$ cat config.mk
export PLATFORM = sky130hd
export DESIGN_NAME = i2c_bit_engine
export DESIGN_NICKNAME = d
export VERILOG_FILES = /design/src/rtl/i2c_bit_engine.sv
export SDC_FILE = /design/constraint.sdc
export NUM_CORES = 1
export LEC_CHECK = 0
export CAP_MARGIN = 20
export CORE_UTILIZATION = 58
export CTS_CLUSTER_DIAMETER = 50
export DETAILED_ROUTE_END_ITERATION = 8
export MAX_ROUTING_LAYER = met4
export PLACE_DENSITY = 0.81
export SETUP_SLACK_MARGIN = 0.1
export SYNTH_ARGS = -nofsm -noshare
export SYNTH_HDL_FRONTEND = slang
export SYNTH_SLANG_ARGS = --single-unit
$ cat constraint.sdc
create_clock -name clk -period 5.71 [get_ports clk]
set_clock_uncertainty 0.15 [all_clocks]
set_input_delay 0.8565 -clock clk [delete_from_list [all_inputs] [get_ports clk]]
set_output_delay 0.8565 -clock clk [all_outputs]
set_load 0.005 [all_outputs]
$ cat src/rtl/i2c_bit_engine.sv
module i2c_bit_engine #(
  parameter int DIV_W = 16
) (
  input  logic             clk,
  input  logic             rst_n,
  input  logic [DIV_W-1:0] quarter_div,
  input  logic             cmd_valid,
  output logic             cmd_ready,
  input  logic [2:0]       cmd_op,
  input  logic [7:0]       cmd_wdata,
  input  logic             cmd_ack_lvl,
  output logic             rsp_done,
  output logic [7:0]       rsp_rdata,
  output logic             rsp_nack,
  output logic             scl_oe,
  output logic             sda_oe,
  input  logic             sda_in
);
  localparam logic [2:0] OP_CLR = 3'd1, OP_START = 3'd2, OP_STOP = 3'd3,
                         OP_WR = 3'd4, OP_RD = 3'd5;
  localparam int SLOT_W = 6;
  localparam int NBITS = 8;
  localparam logic [SLOT_W-1:0] WR_END  = SLOT_W'((NBITS + 1) * 4);
  localparam logic [SLOT_W-1:0] RD_END  = SLOT_W'(NBITS * 3);
  localparam logic [SLOT_W-1:0] CLR_END = SLOT_W'(9 * 4);
  localparam logic [SLOT_W-1:0] THREE   = SLOT_W'(3);

  logic [1:0]        sda_sync;
  logic              busy;
  logic [2:0]        op_q;
  logic [7:0]        sh;
  logic              ack_q;
  logic [DIV_W-1:0]  div_q, qcnt;
  logic [SLOT_W-1:0] slot, last_slot;
  logic [SLOT_W-1:0] rd_bit, rd_ph, rd_ack;
  logic [3:0]        wr_bit;
  logic              slot_start, slot_end;
  logic              set_scl, scl_hi, set_sda, sda_hi;
  logic              smp_wr, smp_rd, shift_wr, rd_rel;
  logic              stop_act;

  assign cmd_ready  = !busy;
  assign slot_start = busy && (qcnt == '0);
  assign slot_end   = busy && (qcnt == div_q - DIV_W'(1));
  assign wr_bit     = slot[5:2];
  assign rd_bit     = slot / THREE;
  assign rd_ph      = slot - rd_bit * THREE;
  assign rd_ack     = slot - RD_END;

  always_comb begin
    case (op_q)
      OP_CLR:   last_slot = CLR_END + THREE;
      OP_START: last_slot = THREE;
      OP_STOP:  last_slot = THREE;
      OP_WR:    last_slot = WR_END;
      OP_RD:    last_slot = RD_END + SLOT_W'(4);
      default:  last_slot = '0;
    endcase
  end

  always_comb begin
    set_scl = 1'b0; scl_hi = 1'b1; set_sda = 1'b0; sda_hi = 1'b1;
    smp_wr = 1'b0; smp_rd = 1'b0; shift_wr = 1'b0; rd_rel = 1'b0;
    stop_act = 1'b0;
    case (op_q)
      OP_START: begin
        case (slot[1:0])
          2'd1: begin set_sda = 1'b1; sda_hi = 1'b1; end
          2'd2: begin set_scl = 1'b1; scl_hi = 1'b1; end
          2'd3: begin set_sda = 1'b1; sda_hi = 1'b0; end
          default: ;
        endcase
      end
      OP_STOP: stop_act = 1'b1;
      OP_CLR: begin
        if (slot < CLR_END) begin
          set_scl = 1'b1;
          scl_hi  = slot[1];
          if (slot == '0) begin set_sda = 1'b1; sda_hi = 1'b1; end
        end else begin
          stop_act = 1'b1;
        end
      end
      OP_WR: begin
        if (slot < WR_END) begin
          case (slot[1:0])
            2'd0: begin set_scl = 1'b1; scl_hi = 1'b0; end
            2'd1: begin set_sda = 1'b1; sda_hi = (wr_bit == 4'(NBITS)) ? 1'b1 : sh[7]; end
            2'd2: begin set_scl = 1'b1; scl_hi = 1'b1; end
            default: begin
              shift_wr = (wr_bit < 4'(NBITS));
              smp_wr   = (wr_bit == 4'(NBITS));
            end
          endcase
        end else begin
          set_scl = 1'b1; scl_hi = 1'b0;
        end
      end
      OP_RD: begin
        if (slot < RD_END) begin
          rd_rel = 1'b1;
          if (rd_ph == '0) begin
            set_scl = 1'b1; scl_hi = 1'b0;
          end else if (rd_ph == SLOT_W'(1)) begin
            set_scl = 1'b1; scl_hi = 1'b1; smp_rd = 1'b1;
          end
        end else begin
          case (rd_ack)
            SLOT_W'(0): begin set_scl = 1'b1; scl_hi = 1'b0; end
            SLOT_W'(1): begin set_sda = 1'b1; sda_hi = ack_q; end
            SLOT_W'(2): begin set_scl = 1'b1; scl_hi = 1'b1; end
            SLOT_W'(4): begin set_scl = 1'b1; scl_hi = 1'b0; end
            default: ;
          endcase
        end
      end
      default: ;
    endcase
    // CLR_END is a multiple of four, so slot[1:0] is also the stop step index
    if (stop_act) begin
      case (slot[1:0])
        2'd0: begin set_scl = 1'b1; scl_hi = 1'b0; end
        2'd1: begin set_sda = 1'b1; sda_hi = 1'b0; end
        2'd2: begin set_scl = 1'b1; scl_hi = 1'b1; end
        default: begin set_sda = 1'b1; sda_hi = 1'b1; end
      endcase
    end
  end

  always_ff @(posedge clk) begin
    if (!rst_n) begin
      sda_sync  <= 2'b11;
      busy      <= 1'b0;
      op_q      <= '0;
      sh        <= '0;
      ack_q     <= 1'b1;
      div_q     <= DIV_W'(1);
      qcnt      <= '0;
      slot      <= '0;
      rsp_done  <= 1'b0;
      rsp_rdata <= '0;
      rsp_nack  <= 1'b0;
      scl_oe    <= 1'b0;
      sda_oe    <= 1'b0;
    end else begin
      sda_sync <= {sda_sync[0], sda_in};
      rsp_done <= 1'b0;
      if (!busy) begin
        if (cmd_valid) begin
          busy  <= 1'b1;
          op_q  <= cmd_op;
          sh    <= cmd_wdata;
          ack_q <= cmd_ack_lvl;
          div_q <= (quarter_div == '0) ? DIV_W'(1) : quarter_div;
          qcnt  <= '0;
          slot  <= '0;
        end
      end else begin
        if (slot_start && set_scl) scl_oe <= !scl_hi;
        if (slot_start && set_sda) sda_oe <= !sda_hi;
        if (rd_rel && scl_oe) sda_oe <= 1'b0;
        if (slot_end) begin
          qcnt <= '0;
          if (shift_wr) sh <= {sh[6:0], 1'b0};
          if (smp_wr) rsp_nack <= sda_sync[1];
          if (smp_rd) rsp_rdata <= {rsp_rdata[6:0], sda_sync[1]};
          if (slot == last_slot) begin
            busy     <= 1'b0;
            rsp_done <= 1'b1;
          end else begin
            slot <= slot + SLOT_W'(1);
          end
        end else begin
          qcnt <= qcnt + DIV_W'(1);
        end
      end
    end
  end
endmodule


==> run metrics <==
status finished, final reports clean; Worst-Margin Slew 792.3 ps; wirelength, routed 11630 microns; TritonCTS clock tree done; Inserted Clock Buffers 9; share of cells above drive strength 1 0.07213; post-synthesis cell type count 68; critical path's top delay family simple AND/OR/NAND/NOR gates; P_leak 1.984 nW; clk sink count 65; Top FF cell, synth dfxtp_1; total grt overflow 0; reg-to-reg setup timing slack 440 ps; Tcrit/Tclk final 0.9233; maximum vdd drop 0.0001872 V; Layout Nets 664; max-slew violation count 0; first-pass GRT wire length 19440 microns; Area Overhead vs Synth 16.02%; number of synthesized register bits 65; r2r worst-path depth 21; Buf+Inv Stages, Crit Path 4; antenna viol nets, final 0; CP max stage delay 460 ps; initial antenna violation count 0; Worst-path clk slew 80 ps; clock root cell clkbuf_8; Max Cap Viol 0; Setup violations, final 0; GRT Total Usage 0.2995; Ports 45; Die Y 90.76 microns; setup TNS 0 ps; area leader, netlist dfxtp_1; First-pass DRT Iterations 5; Post-synth EDFFs 0; worst r2r dst rsp_rdata[3]; class of the tightest hold or removal check register to register; # H-tree levels 3; Yosys top cell area share 0.2848; Post-CTS Setup Inserts 0; Peak Freq 189.7 MHz; reg2reg start slot[4]; RSZ-0062 raised after global routing no; Post-Syn Area 4569 sq um; Max Root-Sink Buffers 2; critical path's slowest cell dfxtp_2; worst path required time 5820 ps; drt drc 0; largest net degree at the start of global routing 36; FFs w/ async S/R, synth 0; IO buf count 44; Crit. End Element register; Post-Synthesis Cells 577; Setup CP Type register to register; CP max FO 16; hold endpoint sda_sync[1]; Final Hold Viols 0; Synth Net Count 636; sequential area share after synthesis 0.2848; Core ar. 7687 sq um; routed len/inst 16.33 microns; worst-path cell chain inv_1 -> ha_1 -> nand2_1 -> a31oi_1 -> ha_1 -> inv_1 -> o21ai_0 -> a221oi_1 -> o22ai_1 -> ha_1 -> inv_1 -> ha_1 -> or3_1 -> o221a_2 -> nor4bb_1 -> o311ai_0 -> or3_1 -> nor4_4 -> buf_4 -> mux2i_1 -> nor2b_1; Final Wtd Congestion 0.8890; Hold Crit Start sda_sync[0]; Die ar. 8237 sq um; via count 4371; worst hold stages 1; Slew Limit Headroom 0.4669; Area contributors post-synth dfxtp_1 28%, ha_1 6.6%, nand2_1 5.8%, o21ai_0 4.7%, mux2i_1 4.4%; Synthesis Warnings 0; vias in the first global route 4085; Std-Cell Rows 32; final hold slack 282.1 ps; Critical Path Start Type register; fin crit period 5272 ps; most used cell, CP ha_1; Data arrival, critical path 5380 ps; Iteration-0 DRC Markers 386; die width 90.76 microns; post-DP HPWL 8446 microns; via/cell ratio 6.139; pwr dens 214.2 nW/um^2; initial core utilization 0.5944; hold_buf cts 0; ANT cells 0; average size of a mapped cell 7.919 sq um; worst-skew pair later-pin latency 360 ps
stage by stage:
stage	instance area [sq um]	power (mW)	instances	setup slack (ps)	util
2_1_floorplan	4569	0.6021	577	670.4	-
3_3_place_gp	5054	0.6494	696	615.6	0.6574
3_5_place_dp	5054	0.6558	696	276.8	0.6574
4_1_cts	5296	1.138	712	272.3	0.6890
5_1_grt	5301	1.178	712	105.6	0.6896
6_report	5301	1.136	712	437.7	0.6896
timing repair:
item                                   in CTS  in global routing
endpoints found under the hold margin       0                  0
resized for setup                           0                  3
setup endpoints to repair                   0                  9
area by class of cell:
cell class	instances	area, sq um
clock buffer	9	123.9
clock inverter	7	118.9
fill	637	2386
inverter	24	90.09
multi-input combinational	454	3044
sequential	65	1304
tap	102	127.6
timing repair buffer	51	493.0
cells by family (layout without fill, tap and decap cells):
logic type / after synthesis / in the layout / share of synthesized area
xor+xnor: 27 / 27 / 0.05175
fa+ha+maj: 27 / 27 / 0.07886
simple gates: 236 / 236 / 0.2730
buf+inv: 58 / 91 / 0.05011
compound gates: 143 / 143 / 0.2152
flops: 65 / 65 / 0.2848
mux: 21 / 21 / 0.04628
state kept, by name (all words and copies together) (netlist names), 2 cells and up:
name and flops:
sda_sync 2, op_q 3, slot 6, qcnt 16
rsp_rdata 8, sh 8, div_q 16
per-layer routing:
layer | up-vias | track usage | wire [microns]
met5 | - | - | 0
met4 | 0 | 0.1344 | 323
met3 | 38 | 0.04966 | 736
met2 | 163 | 0.4653 | 5370
met1 | 2034 | 0.3813 | 5200
li1 | 2136 | - | -
where the power goes:
part / switching (mW) / internal (mW) / leakage, nW / total, mW
sequential: 0.0236 / 0.469 / 0.530 / 0.492
combinational: 0.0819 / 0.0737 / 1.34 / 0.156
clock: 0.198 / 0.290 / 0.115 / 0.488
worst max-delay path by stage:
stage                     startpoint            to  slack [ps]  cells after the start
after floorplan              slot[4]  rsp_rdata[0]         670                     23
after global placement       slot[5]  rsp_rdata[6]         620                     23
after detailed placement     slot[5]  rsp_rdata[3]         280                     23
after CTS                    slot[5]  rsp_rdata[3]         270                     23
after global routing         slot[5]  rsp_rdata[3]         110                     24
final                        slot[4]  rsp_rdata[3]         440                     21
layout by cell type, fill, tap and decap left out, types with 8 or more instances in the layout:
master           instances
nand2_1                 71
dfxtp_1                 63
clkdlybuf4s50_1         44
o21ai_0                 43
nor2_1                  35
inv_1                   23
a21oi_1                 23
ha_1                    23
nand3_1                 20
mux2i_1                 20
a21boi_0                20
nand2b_1                14
nor2b_1                 14
xnor2_1                 14
xor2_1                  13
nor4_1                  12
or3_1                   10
and3_1                  10
nor3_1                   9
clkbuf_8                 9
or4_1                    8
Yosys cell counts (12+ instances only):
| master | number |
|---|---|
| a21boi_0 | 20 |
| a21oi_1 | 23 |
| clkbuf_1 | 28 |
| dfxtp_1 | 65 |
| ha_1 | 24 |
| inv_1 | 23 |
| mux2i_1 | 20 |
| nand2_1 | 71 |
| nand2b_1 | 14 |
| nand3_1 | 20 |
| nor2_1 | 35 |
| nor2b_1 | 15 |
| nor4_1 | 12 |
| o21ai_0 | 43 |
| xnor2_1 | 14 |
| xor2_1 | 13 |
No activity file was read; power rests on OpenSTA's default activity.
